**src/rtl/sinp_pkg.sv**
```systemverilog
package sinp_pkg;

   localparam int SINP_WORD_W = 32;
   localparam int SINP_SYNC_STAGES = 2;

   // next index in a ring of n positions
   function automatic int wrap_inc(input int v, input int n);
      return (v + 1 >= n) ? 0 : v + 1;
   endfunction

endpackage

```
**src/rtl/sinp_sync.sv**
```systemverilog
module sinp_sync #(
   parameter int W      = 1,
   parameter int STAGES = 2
) (
   input  logic         clk,
   input  logic         rst_n,
   input  logic [W-1:0] d,
   output logic [W-1:0] q
);

   if (STAGES < 2) begin : g_bad_stages
      $error("sinp_sync: STAGES must be at least 2");
   end

   logic [W-1:0] st [STAGES];

   always_ff @(posedge clk or negedge rst_n) begin
      if (!rst_n) begin
         for (int i = 0; i < STAGES; i++) st[i] <= '0;
      end else begin
         st[0] <= d;
         for (int i = 1; i < STAGES; i++) st[i] <= st[i-1];
      end
   end

   assign q = st[STAGES-1];

endmodule

```
**src/rtl/sinp_deser.sv**
```systemverilog
module sinp_deser #(
   parameter int WORD_W = 32,
   parameter int PAR_W  = 20
) (
   input  logic              clk,
   input  logic              rst_n,
   input  logic              en,
   input  logic              par_sel,
   input  logic              rise,
   input  logic              fs,
   input  logic              sd,
   input  logic [PAR_W-1:0]  par_in,
   input  logic              gnt,
   output logic              pend,
   output logic [WORD_W-1:0] word
);

   localparam int FRAME_W = 2 * WORD_W;
   localparam int BCNT_W  = $clog2(FRAME_W + 1);
   localparam logic [BCNT_W-1:0] HALF_CNT = BCNT_W'(WORD_W);
   localparam logic [BCNT_W-1:0] FULL_CNT = BCNT_W'(FRAME_W);

   logic [WORD_W-1:0] shreg;
   logic [WORD_W-1:0] shnext;
   logic [BCNT_W-1:0] bcnt;
   logic [BCNT_W-1:0] bnext;
   logic              armed;

   assign shnext = {shreg[WORD_W-2:0], sd};
   assign bnext  = bcnt + 1'b1;

   always_ff @(posedge clk or negedge rst_n) begin
      if (!rst_n) begin
         shreg <= '0;
         bcnt  <= '0;
         armed <= 1'b0;
         pend  <= 1'b0;
         word  <= '0;
      end else if (!en) begin
         bcnt  <= '0;
         armed <= 1'b0;
         pend  <= 1'b0;
      end else begin
         if (gnt) pend <= 1'b0;
         if (rise) begin
            if (par_sel) begin
               word <= WORD_W'(par_in);
               pend <= 1'b1;
            end else if (fs) begin
               // frame start: this bit is the first of the frame
               shreg <= WORD_W'(sd);
               bcnt  <= BCNT_W'(1);
               armed <= 1'b1;
            end else if (armed) begin
               shreg <= shnext;
               bcnt  <= bnext;
               if (bnext == HALF_CNT) begin
                  word <= shnext;
                  pend <= 1'b1;
               end
               if (bnext == FULL_CNT) begin
                  word  <= shnext;
                  pend  <= 1'b1;
                  armed <= 1'b0;
                  bcnt  <= '0;
               end
            end
         end
      end
   end

endmodule

```
**src/rtl/sinp_rr_arb.sv**
```systemverilog
module sinp_rr_arb #(
   parameter int N = 8
) (
   input  logic                 clk,
   input  logic                 rst_n,
   input  logic [N-1:0]         req,
   output logic [N-1:0]         gnt,
   output logic                 valid,
   output logic [$clog2(N)-1:0] idx
);

   localparam int IDX_W = $clog2(N);

   logic [IDX_W-1:0] ptr;
   logic             found;

   always_comb begin
      gnt   = '0;
      idx   = '0;
      found = 1'b0;
      for (int i = 0; i < N; i++) begin
         if (!found && req[(int'(ptr) + i) % N]) begin
            found = 1'b1;
            gnt[(int'(ptr) + i) % N] = 1'b1;
            idx = IDX_W'((int'(ptr) + i) % N);
         end
      end
      valid = found;
   end

   always_ff @(posedge clk or negedge rst_n) begin
      if (!rst_n)     ptr <= '0;
      else if (valid) ptr <= IDX_W'(sinp_pkg::wrap_inc(int'(idx), N));
   end

endmodule

```
**src/rtl/sinp_fifo.sv**
```systemverilog
module sinp_fifo #(
   parameter int W     = 32,
   parameter int DEPTH = 8
) (
   input  logic                     clk,
   input  logic                     rst_n,
   input  logic                     push,
   input  logic [W-1:0]             wdata,
   input  logic                     pop,
   output logic [W-1:0]             rdata,
   output logic                     full,
   output logic                     empty,
   output logic [$clog2(DEPTH+1)-1:0] count,
   output logic                     drop
);

   localparam int AW = $clog2(DEPTH);
   localparam int CW = $clog2(DEPTH + 1);
   localparam logic [AW-1:0] LAST = AW'(DEPTH - 1);

   logic [W-1:0]  mem [DEPTH];
   logic [AW-1:0] wr_ptr;
   logic [AW-1:0] rd_ptr;
   logic          pop_ok;
   logic          push_ok;

   assign full    = (count == CW'(DEPTH));
   assign empty   = (count == '0);
   assign pop_ok  = pop && !empty;
   assign push_ok = push && (!full || pop_ok);
   assign drop    = push && !push_ok;

   always_ff @(posedge clk) begin
      if (push_ok) mem[wr_ptr] <= wdata;
   end

   always_ff @(posedge clk or negedge rst_n) begin
      if (!rst_n) begin
         wr_ptr <= '0;
         rd_ptr <= '0;
         count  <= '0;
         rdata  <= '0;
      end else begin
         if (push_ok) wr_ptr <= (wr_ptr == LAST) ? '0 : wr_ptr + 1'b1;
         if (pop_ok) begin
            rdata  <= mem[rd_ptr];
            rd_ptr <= (rd_ptr == LAST) ? '0 : rd_ptr + 1'b1;
         end
         if (push_ok && !pop_ok)      count <= count + 1'b1;
         else if (pop_ok && !push_ok) count <= count - 1'b1;
      end
   end

endmodule

```
**src/rtl/sinp_top.sv**
```systemverilog
module sinp_top #(
   parameter int NCH         = 8,
   parameter int WORD_W      = sinp_pkg::SINP_WORD_W,
   parameter int FIFO_DEPTH  = 8,
   parameter int PAR_W       = 20,
   parameter int SYNC_STAGES = sinp_pkg::SINP_SYNC_STAGES
) (
   input  logic                            clk,
   input  logic                            rst_n,
   input  logic [NCH-1:0]                  chan_en,
   input  logic                            par_mode,
   input  logic [NCH-1:0]                  bclk,
   input  logic [NCH-1:0]                  fsync,
   input  logic [NCH-1:0]                  sdata,
   input  logic [PAR_W-1:0]                par_data,
   input  logic                            pop,
   input  logic                            ovf_clr,
   output logic [WORD_W-1:0]               rd_data,
   output logic                            empty,
   output logic                            full,
   output logic [$clog2(FIFO_DEPTH+1)-1:0] fill,
   output logic                            ovf
);

   localparam int IDX_W = $clog2(NCH);

   if (NCH < 2) begin : g_bad_nch
      $error("sinp_top: NCH must be at least 2");
   end
   if (WORD_W < 2) begin : g_bad_word
      $error("sinp_top: WORD_W must be at least 2");
   end
   if (PAR_W < 1 || PAR_W > WORD_W) begin : g_bad_par
      $error("sinp_top: PAR_W must be in 1..WORD_W");
   end
   if (FIFO_DEPTH < 2) begin : g_bad_depth
      $error("sinp_top: FIFO_DEPTH must be at least 2");
   end

   logic [NCH-1:0]    ch_rise;
   logic [NCH-1:0]    ch_pend;
   logic [WORD_W-1:0] ch_word [NCH];
   logic [NCH-1:0]    arb_gnt;
   logic              arb_valid;
   logic [IDX_W-1:0]  arb_idx;
   logic [WORD_W-1:0] push_word;
   logic              fifo_drop;
   logic              par_mode_s;
   logic [PAR_W-1:0]  par_s;

   sinp_sync #(.W(PAR_W + 1), .STAGES(SYNC_STAGES)) u_psync (
      .clk   (clk),
      .rst_n (rst_n),
      .d     ({par_mode, par_data}),
      .q     ({par_mode_s, par_s})
   );

   for (genvar c = 0; c < NCH; c++) begin : g_ch
      logic [2:0]       sy;
      logic             clk_d;
      logic             psel;
      logic [PAR_W-1:0] pin;

      sinp_sync #(.W(3), .STAGES(SYNC_STAGES)) u_sync (
         .clk   (clk),
         .rst_n (rst_n),
         .d     ({bclk[c], fsync[c], sdata[c]}),
         .q     (sy)
      );

      always_ff @(posedge clk or negedge rst_n) begin
         if (!rst_n) clk_d <= 1'b0;
         else        clk_d <= sy[2];
      end

      assign ch_rise[c] = sy[2] & ~clk_d;

      if (c == 0) begin : g_par
         assign psel = par_mode_s;
         assign pin  = par_s;
      end else begin : g_ser
         assign psel = 1'b0;
         assign pin  = '0;
      end

      sinp_deser #(.WORD_W(WORD_W), .PAR_W(PAR_W)) u_deser (
         .clk     (clk),
         .rst_n   (rst_n),
         .en      (chan_en[c]),
         .par_sel (psel),
         .rise    (ch_rise[c]),
         .fs      (sy[1]),
         .sd      (sy[0]),
         .par_in  (pin),
         .gnt     (arb_gnt[c]),
         .pend    (ch_pend[c]),
         .word    (ch_word[c])
      );
   end

   sinp_rr_arb #(.N(NCH)) u_arb (
      .clk   (clk),
      .rst_n (rst_n),
      .req   (ch_pend & chan_en),
      .gnt   (arb_gnt),
      .valid (arb_valid),
      .idx   (arb_idx)
   );

   assign push_word = ch_word[arb_idx];

   sinp_fifo #(.W(WORD_W), .DEPTH(FIFO_DEPTH)) u_fifo (
      .clk   (clk),
      .rst_n (rst_n),
      .push  (arb_valid),
      .wdata (push_word),
      .pop   (pop),
      .rdata (rd_data),
      .full  (full),
      .empty (empty),
      .count (fill),
      .drop  (fifo_drop)
   );

   always_ff @(posedge clk or negedge rst_n) begin
      if (!rst_n)         ovf <= 1'b0;
      else if (fifo_drop) ovf <= 1'b1;
      else if (ovf_clr)   ovf <= 1'b0;
   end

endmodule

```
**config.mk**
```make
export PLATFORM = sky130hd
export DESIGN_NAME = sinp_top
export DESIGN_NICKNAME = d
export VERILOG_FILES = /design/src/rtl/sinp_pkg.sv /design/src/rtl/sinp_sync.sv /design/src/rtl/sinp_deser.sv /design/src/rtl/sinp_rr_arb.sv /design/src/rtl/sinp_fifo.sv /design/src/rtl/sinp_top.sv
export SDC_FILE = /design/constraint.sdc
export NUM_CORES = 1
export LEC_CHECK = 0
export ABC_AREA = 0
export BUFFER_PORTS_ARGS = -buffer_cell sky130_fd_sc_hd__buf_4
export CORE_MARGIN = 3
export CORE_UTILIZATION = 30
export CTS_BUF_LIST = sky130_fd_sc_hd__clkbuf_8
export DETAILED_ROUTE_END_ITERATION = 10
export HOLD_SLACK_MARGIN = 0.05
export PLACE_DENSITY = 0.51
export SYNTH_ARGS = -nofsm -noshare
export SYNTH_HDL_FRONTEND = slang
export SYNTH_HIERARCHICAL = 1
export SYNTH_SLANG_ARGS = --single-unit
```
**constraint.sdc**
```tcl
create_clock -name clk -period 6.2 [get_ports clk]
set_clock_uncertainty 0.15 [all_clocks]
set_input_delay 0.31 -clock clk [delete_from_list [all_inputs] [get_ports clk]]
set_output_delay 0.31 -clock clk [all_outputs]
set_load 0.01 [all_outputs]
```
## Word level (Yosys, flattened, before mapping)

Memory sizes are Yosys's and may differ from the RTL's. A register that Yosys moved wholly into a read port is not among the register bits.
Cells that the tools add are included.

| storage, ports and cells | value |
|---|---|
| output and inout port bits | 39 |
| memory bits (writable) | 256 |
| logic and storage cells | 521 |
| input bits | 57 |
| register bits | 688 |
| memories | 1 |

| operators by class | value |
|---|---|
| add/subtract/negate cells | 20 |
| order comparisons | 18 |
| multiplexer cells | 249 |
| bitwise operators | 40 |
| reduce and logical (&&, ||, !) cells | 85 |
| equality and inequality tests | 37 |

Memories:

| name | words | width | rd ports | clocked after memory_dff | wr ports | RTL line | RTL |
|---|---|---|---|---|---|---|---|
| u_fifo.mem | 8 | 32 | 1 | 1 | 1 | sinp_fifo.sv:21 | `logic [W-1:0] mem [DEPTH];` |

Operator list:

| kind | number |
|---|---|
| 32-bit two-way mux | 21 |
| 31-bit two-way mux | 16 |
| 7-bit two-way mux | 41 |
| 1-bit two-way mux | 133 |
| 32-bit binary-select mux with 3-bit select | 1 |
| 8-bit two-way mux | 8 |
| 7-bit by 1-bit adder with 7-bit output (second input constant) | 8 |
| 7-bit by 6-bit == test with 1-bit output (second input constant) | 8 |
| 7-bit == test (second input constant) | 8 |
| 8-bit OR | 7 |
| 5-bit AND reduction | 8 |
| 2-bit nonzero test | 18 |
| 4-bit by 5-bit less-than comparator with 1-bit output (second input constant) | 7 |
| 3-bit two-way mux | 11 |
| 4-bit by 1-bit greater-or-equal comparator with 1-bit output (second input constant) | 7 |
| 1-bit binary-select mux with 3-bit select | 8 |
| 1-bit demux with 3-bit select | 8 |
| 3-bit by 1-bit != test with 1-bit output (second input constant) | 8 |
| 3-bit AND reduction | 8 |
| 3-bit OR reduction | 7 |
| 1-bit logical AND | 20 |
| 2-bit by 1-bit != test with 1-bit output (second input constant) | 8 |
| 1-bit inverter | 16 |
| 2-bit AND reduction | 8 |
| 22 further kinds | 56 |

## Logic depth before layout (Yosys ltp)

| logic depth | value |
|---|---|
| depth after elaboration | 34 |
| gate-level depth with buffers | 22 |
| mapped depth without buffers | 17 |

## Hierarchy

Netlist, hierarchy kept.

By module, submodules not included:

| module | instances | seq. area each (µm²) | cells each | area each (µm²) |
|---|---|---|---|---|
| sinp_deser | 8 | 1,801.7 | 241 | 3,248.1 |
| sinp_fifo | 1 | 8,738.4 | 653 | 11,601.1 |
| sinp_top | 1 | 225.2 | 142 | 2,419.8 |
| sinp_rr_arb | 1 | 75.1 | 164 | 1,574.0 |
| sinp_sync (g_ch[0].u_sync ...) | 8 | 150.1 | 9 | 172.7 |
| sinp_sync (u_psync) | 1 | 1,051.0 | 63 | 1,208.7 |

## Worst setup path before layout

No wires, ideal clock.

| timing path | value |
|---|---|
| path kind | register to register |
| from | register u_arb.ptr[0] |
| to | memory u_fifo.mem[0][0], enable pin |
| library setup time | 0.501 ns |
| path buffers | 4 |
| period minus slack after synthesis | 6.606 ns |
| cell stages (with the launch flop) | 15 |
| data arrival time | 5.954 ns |
| data required time | 5.549 ns |
| slack | -0.406 ns |
| cell sequence | dfrtp_1 > buf_6 > buf_12 > buf_2 > inv_1 > buf_2 > ha_1 > xnor2_2 > mux4_2 > and2_1 > nand2_2 > nor3_2 > inv_1 > o21ai_4 > nor4_1 |

| on the way | value |
|---|---|
| word-level cells in the longest chain between the ends | 27 |
| elaborated cells on any way between the ends | 55 |
| classes of those cells | add/sub: 7; mux: 33; reduce/logical: 15 |

RTL lines:

| item | RTL line | RTL |
|---|---|---|
| start: declaration | sinp_rr_arb.sv:14 | `logic [IDX_W-1:0] ptr;` |
| start signal: assignment | sinp_rr_arb.sv:33 | `else if (valid) ptr <= IDX_W'(sinp_pkg::wrap_inc(int'(idx), N));` |
| 3-bit by 1-bit adder with 3-bit output or 1-bit binary-select mux with 3-bit select (tied branches) | sinp_rr_arb.sv:22 | `if (!found && req[(int'(ptr) + i) % N]) begin` |
| 1-bit binary-select mux with 3-bit select or 1-bit two-way mux (tied branches) | sinp_rr_arb.sv:22 |  |
| 1-bit two-way mux (implied by the code) | sinp_rr_arb.sv:22 |  |
| 1-bit two-way mux (implied by the code) or 1-bit zero test (tied branches) | sinp_rr_arb.sv:22 |  |
| 1-bit logical AND | sinp_rr_arb.sv:22 |  |
| 1-bit two-way mux | sinp_rr_arb.sv:22 |  |
| 1-bit zero test | sinp_rr_arb.sv:22 |  |
| 1-bit logical AND | sinp_rr_arb.sv:22 |  |
| (+12 left out) | -- |  |
| 1-bit two-way mux | sinp_rr_arb.sv:22 |  |
| 1-bit zero test | sinp_rr_arb.sv:22 |  |
| 1-bit logical AND | sinp_rr_arb.sv:22 |  |
| 1-bit two-way mux (*) | sinp_rr_arb.sv:22 |  |
| net arb_valid | sinp_top.sv:44 | `logic arb_valid;` |
| 1-bit logical AND (*) | sinp_fifo.sv:30 | `assign push_ok = push && (!full \|\| pop_ok);` |
| 1-bit two-way mux (*) | sinp_fifo.sv:34 | `if (push_ok) mem[wr_ptr] <= wdata;` |
| 1-bit two-way mux (implied by the code) (*) | sinp_fifo.sv:34 |  |
| end: declaration | sinp_fifo.sv:21 |  |

The timed path passes the listed nets; every way through them passes the cells marked *. The select of a mux whose other input is x is not followed.

## Worst setup path after layout

| timing path | value |
|---|---|
| from | register u_arb.ptr[1] |
| to | memory u_fifo.mem[7][11] (data pin) |

| on the way | value |
|---|---|
| word-level cells in the longest chain between the ends | 28 |
| elaborated cells on any way between the ends | 63 |
| classes of those cells | add/sub: 7; mux: 41; bitwise: 1; reduce/logical: 14 |

RTL lines:

| item | RTL line | RTL |
|---|---|---|
| 3-bit by 1-bit adder with 3-bit output or 1-bit binary-select mux with 3-bit select (tied branches) | sinp_rr_arb.sv:22 |  |
| 1-bit binary-select mux with 3-bit select or 1-bit two-way mux (tied branches) | sinp_rr_arb.sv:22 |  |
| 1-bit two-way mux (implied by the code) | sinp_rr_arb.sv:22 |  |
| 1-bit two-way mux (implied by the code) or 1-bit zero test (tied branches) | sinp_rr_arb.sv:22 |  |
| 1-bit logical AND | sinp_rr_arb.sv:22 |  |
| 1-bit two-way mux | sinp_rr_arb.sv:22 |  |
| 1-bit zero test | sinp_rr_arb.sv:22 |  |
| 1-bit logical AND | sinp_rr_arb.sv:22 |  |
| (+13 left out) | -- |  |
| 1-bit zero test | sinp_rr_arb.sv:22 |  |
| 1-bit logical AND | sinp_rr_arb.sv:22 |  |
| 3-bit two-way mux (*) | sinp_rr_arb.sv:22 |  |
| net arb_idx[0] | sinp_top.sv:45 | `logic [IDX_W-1:0] arb_idx;` |
| 3-bit inverter with 4-bit output (implied by the code) (*) | sinp_top.sv:110 | `assign push_word = ch_word[arb_idx];` |
| 32-bit binary-select mux with 3-bit select (*) | sinp_top.sv:110 |  |
| 32-bit two-way mux (implied by the code) (*) (2 in series) | sinp_top.sv:110 |  |
| net push_word[11] | sinp_top.sv:46 | `logic [WORD_W-1:0] push_word;` |

Marks and branches as above.

==> key figures <==
Critical path
  – CP Class: flip-flop to flip-flop
  – CP Launch Point: u_arb/ptr[1]
  – CP endpoint kind: flip-flop
  – Startpoint Class: flip-flop
  – Delay-heaviest family, CP: multiplexers
  – WP buf/inv: 1
  – CP required: 6650 ps
  – Crit-path cells: ha_1, xor2_2, mux4_2, nor3_4, nand4_2, o21ai_4, buf_12, mux4_1, mux2_2
  – Worst EP arrival: 5870 ps
  – Max incr delay on CP: 870 ps
  – Crit-path max FO: 30
  – Slowest-stage cell, CP: dfrtp_1
  – Worst r2r src: u_arb/ptr[1]

Routing
  – DR pass1 iterations: 7
  – Via count: 26800
  – 1st-iter DRT viols: 2086
  – Final wirelength: 122000 µm
  – DRC Markers: 0
  – Post-route ant nets: 0
  – Avg WL per Cell: 22.5 µm
  – Vias per cell: 4.95

Timing
  – Fin. max-slew vios: 0
  – Hold Vio Cnt, Final: 0
  – Final setup viols: 0
  – Max Clock Freq: 184 MHz
  – Least-Margin Pin Slew: 1250 ps
  – Slew headroom: 16.4%
  – RSZ-0062 raised after global routing: false
  – Clock period minus worst slack: 5420 ps
  – Final TNS setup: 0 ps
  – Final worst-path cycle share: 87.4%

Placed design
  – Placed Cells: 4989
  – Gpl congestion: 0.845
  – Port Buffer Count: 95
  – Placed cell area: 0.0467 mm²
  – Detail Placement HPWL: 80800 µm

Worst hold path
  – Hold Crit Class: input pin to flip-flop
  – Hold wc startpoint: chan_en[2]

Clock network
  – Post-CTS sizing: 0
  – Clk_lat worst skew: 870 ps
  – Post-CTS Setup Inserts: 0
  – Root buf cell: clkbuf_8
  – CTS tree: built
  – Clk sinks: 976
  – Clock Path Buffers: 3
  – Clock transition at the registers of the reported paths: 60 ps
  – H-Tree Depth: 4
  – Num CTS Buffers: 171

Synth
  – Yosys top cell area share: 40.8%
  – Synth area leaders: dfrtp_1 (41%), edfxtp_1 (17%), mux2_2 (6.9%)
  – Unique masters post-synth: 84
  – Most frequent cell after synthesis: dfrtp_1
  – Synth warnings: 6
  – #FFs+latches synth: 976
  – Syn Inst Count: 3022
  – Register area share after synthesis: 58.2%
  – Top FF cell, synth: dfrtp_1
  – Ys async rst share: 73.8%
  – Synthesized cell area: 0.0442 mm²
  – Avg Inst Size Synth: 14.6 µm²
  – Number of flops mapped to enable cells by yosys: 256
  – Commonest cells in the netlist: dfrtp_1 (720), a22o_1 (328), mux2_2 (269), edfxtp_1 (256), mux2_4 (161)
  – Yosys top cell by area: dfrtp_1

Job
  – # Max-Cap Violations: 0

Floorplanning
  – Die height: 390 µm
  – Row count: 140
  – Core area: 0.146 mm²
  – DIE WIDTH: 390 µm
  – IO Pins: 96
  – Die area: 0.152 mm²
  – Initial Util: 30.3%

Cells and area
  – Nets: 3431
  – Post-route cell area: 0.0513 mm²
  – Area growth, synth to finish: 16.1%
  – Share of layout cells above drive strength 1: 27.2%
  – Final non-filler cell total: 5415

Global route
  – Largest net degree at the start of global routing: 163
  – Gr ovfl total: 0
  – Vias in the first global route: 26800
  – Initial antenna violation count: 19
  – Total GRT Usage: 16.1%
  – First-pass GRT wire length: 182000 µm

Power and ir drop
  – Leakage: 22.3 nW
  – Peak supply drop: 0.305 mV
  – Pwr Density: 400 mW/mm²

Run status
  – Outcome: finished, final reports clean
metal layers:
| metal | GRT usage, % | wire length (µm) | vias up |
|---|---|---|---|
| met1 | 22.5 | 56300 | 13900 |
| met2 | 24.8 | 55700 | 696 |
| met3 | 3.09 | 6360 | 164 |
| li1 | - | - | 12100 |
| met4 | 5.63 | 3560 | 0 |
| met5 | 0 | 0 | - |
worst reg2reg max path, stage by stage (launching register included):
cell and delay, ps:
dfrtp_1 870, ha_1 440, xor2_2 380, mux4_2 640, nor3_4 260, nand4_2 210, o21ai_4 850, buf_12 340
mux4_1 620, mux2_2 390
worst paths after layout:
kind / endpoint / cells past startpoint / slack, ps
worst max-delay path: u_fifo/mem[7][11] / 9 / 780
worst min-delay path: g_ch[2].u_deser/pend / 4 / 180
worst max register to register: u_fifo/mem[7][11] / 9 / 780
worst min register to register: u_psync/q[7] / 0 / 190
max in group asynchronous: g_ch[4].u_deser/shreg[27] / 4 / 4430
min in group asynchronous: g_ch[6].u_sync/st[5] / 4 / 530
flip-flops by register name, indices dropped and copies added (netlist names), 21 cells and up:
register,flops
g_ch.u_sync/q,24
g_ch.u_sync/st,24
g_ch.u_deser/bcnt,56
u_fifo/rdata,32
g_ch.u_deser/shreg,248
g_ch.u_deser/word,256
u_psync/st,21
u_psync/q,21
u_fifo/mem,256
layout make-up:
class	instances	area (µm²)
flip-flops and latches	976	25700
fillers	14100	94600
well taps	1917	2400
clock inverters	113	733
diodes	7	17.5
inverters	19	71.3
multi-input cells	1928	17300
repair buffers	255	2300
clock buffers	200	2750
logic make-up after synthesis:
| group | count (synthesis) | share of synthesized area [%] |
|---|---|---|
| adders and majority gates | 23 | 0.669 |
| AOI/OAI and AO/OA | 689 | 12.0 |
| and+or+nand+nor | 429 | 5.12 |
| muxes | 603 | 18.8 |
| other | 1 | 0.00849 |
| DFF | 976 | 58.2 |
| buffers and inverters | 264 | 4.24 |
| xor gates and xnor gates | 37 | 0.921 |
what timing repair did:
item,CTS,global route
setup endpoints to repair,0,0
hold buffers,106,0
hold endpoints to repair,877,0
cells in the final DEF, fill, tap and decap left out, types with 35 or more instances in the layout:
cell type | netlist | final
a22o_1 | 328 | 328
buf_4 | 67 | 140
clkbuf_8 | 16 | 200
conb_1 | 1 | 147
dfrtp_1 | 720 | 719
dlygate4sd3_1 | 0 | 105
edfxtp_1 | 256 | 256
inv_1 | 17 | 84
mux2_2 | 269 | 269
mux2_4 | 161 | 161
mux2i_1 | 88 | 88
mux4_1 | 42 | 42
mux4_2 | 35 | 35
nand2_1 | 149 | 148
nand3_1 | 54 | 54
nor2_1 | 60 | 48
o21ai_0 | 126 | 125
power breakdown:
group	internal [W]	total (W)	switching, W
clock network	0.00325	0.00601	0.00276
registers	0.00798	0.00863	0.000648
logic	0.00252	0.00589	0.00337
total	0.0138	0.0205	0.00677
through the flow:
step | setup slack (ps) | hold WS (ps) | power (W) | utilization, %
2_1_floorplan | 341 | -136 | 0.0125 | -
3_3_place_gp | 895 | 184 | 0.0145 | 32.0
3_5_place_dp | 770 | 185 | 0.0146 | 32.0
4_1_cts | 789 | 55.0 | 0.0208 | 35.1
5_1_grt | 511 | 121 | 0.0216 | 35.1
6_report | 778 | 179 | 0.0205 | 35.1
Power figures use the tool's default switching activity.
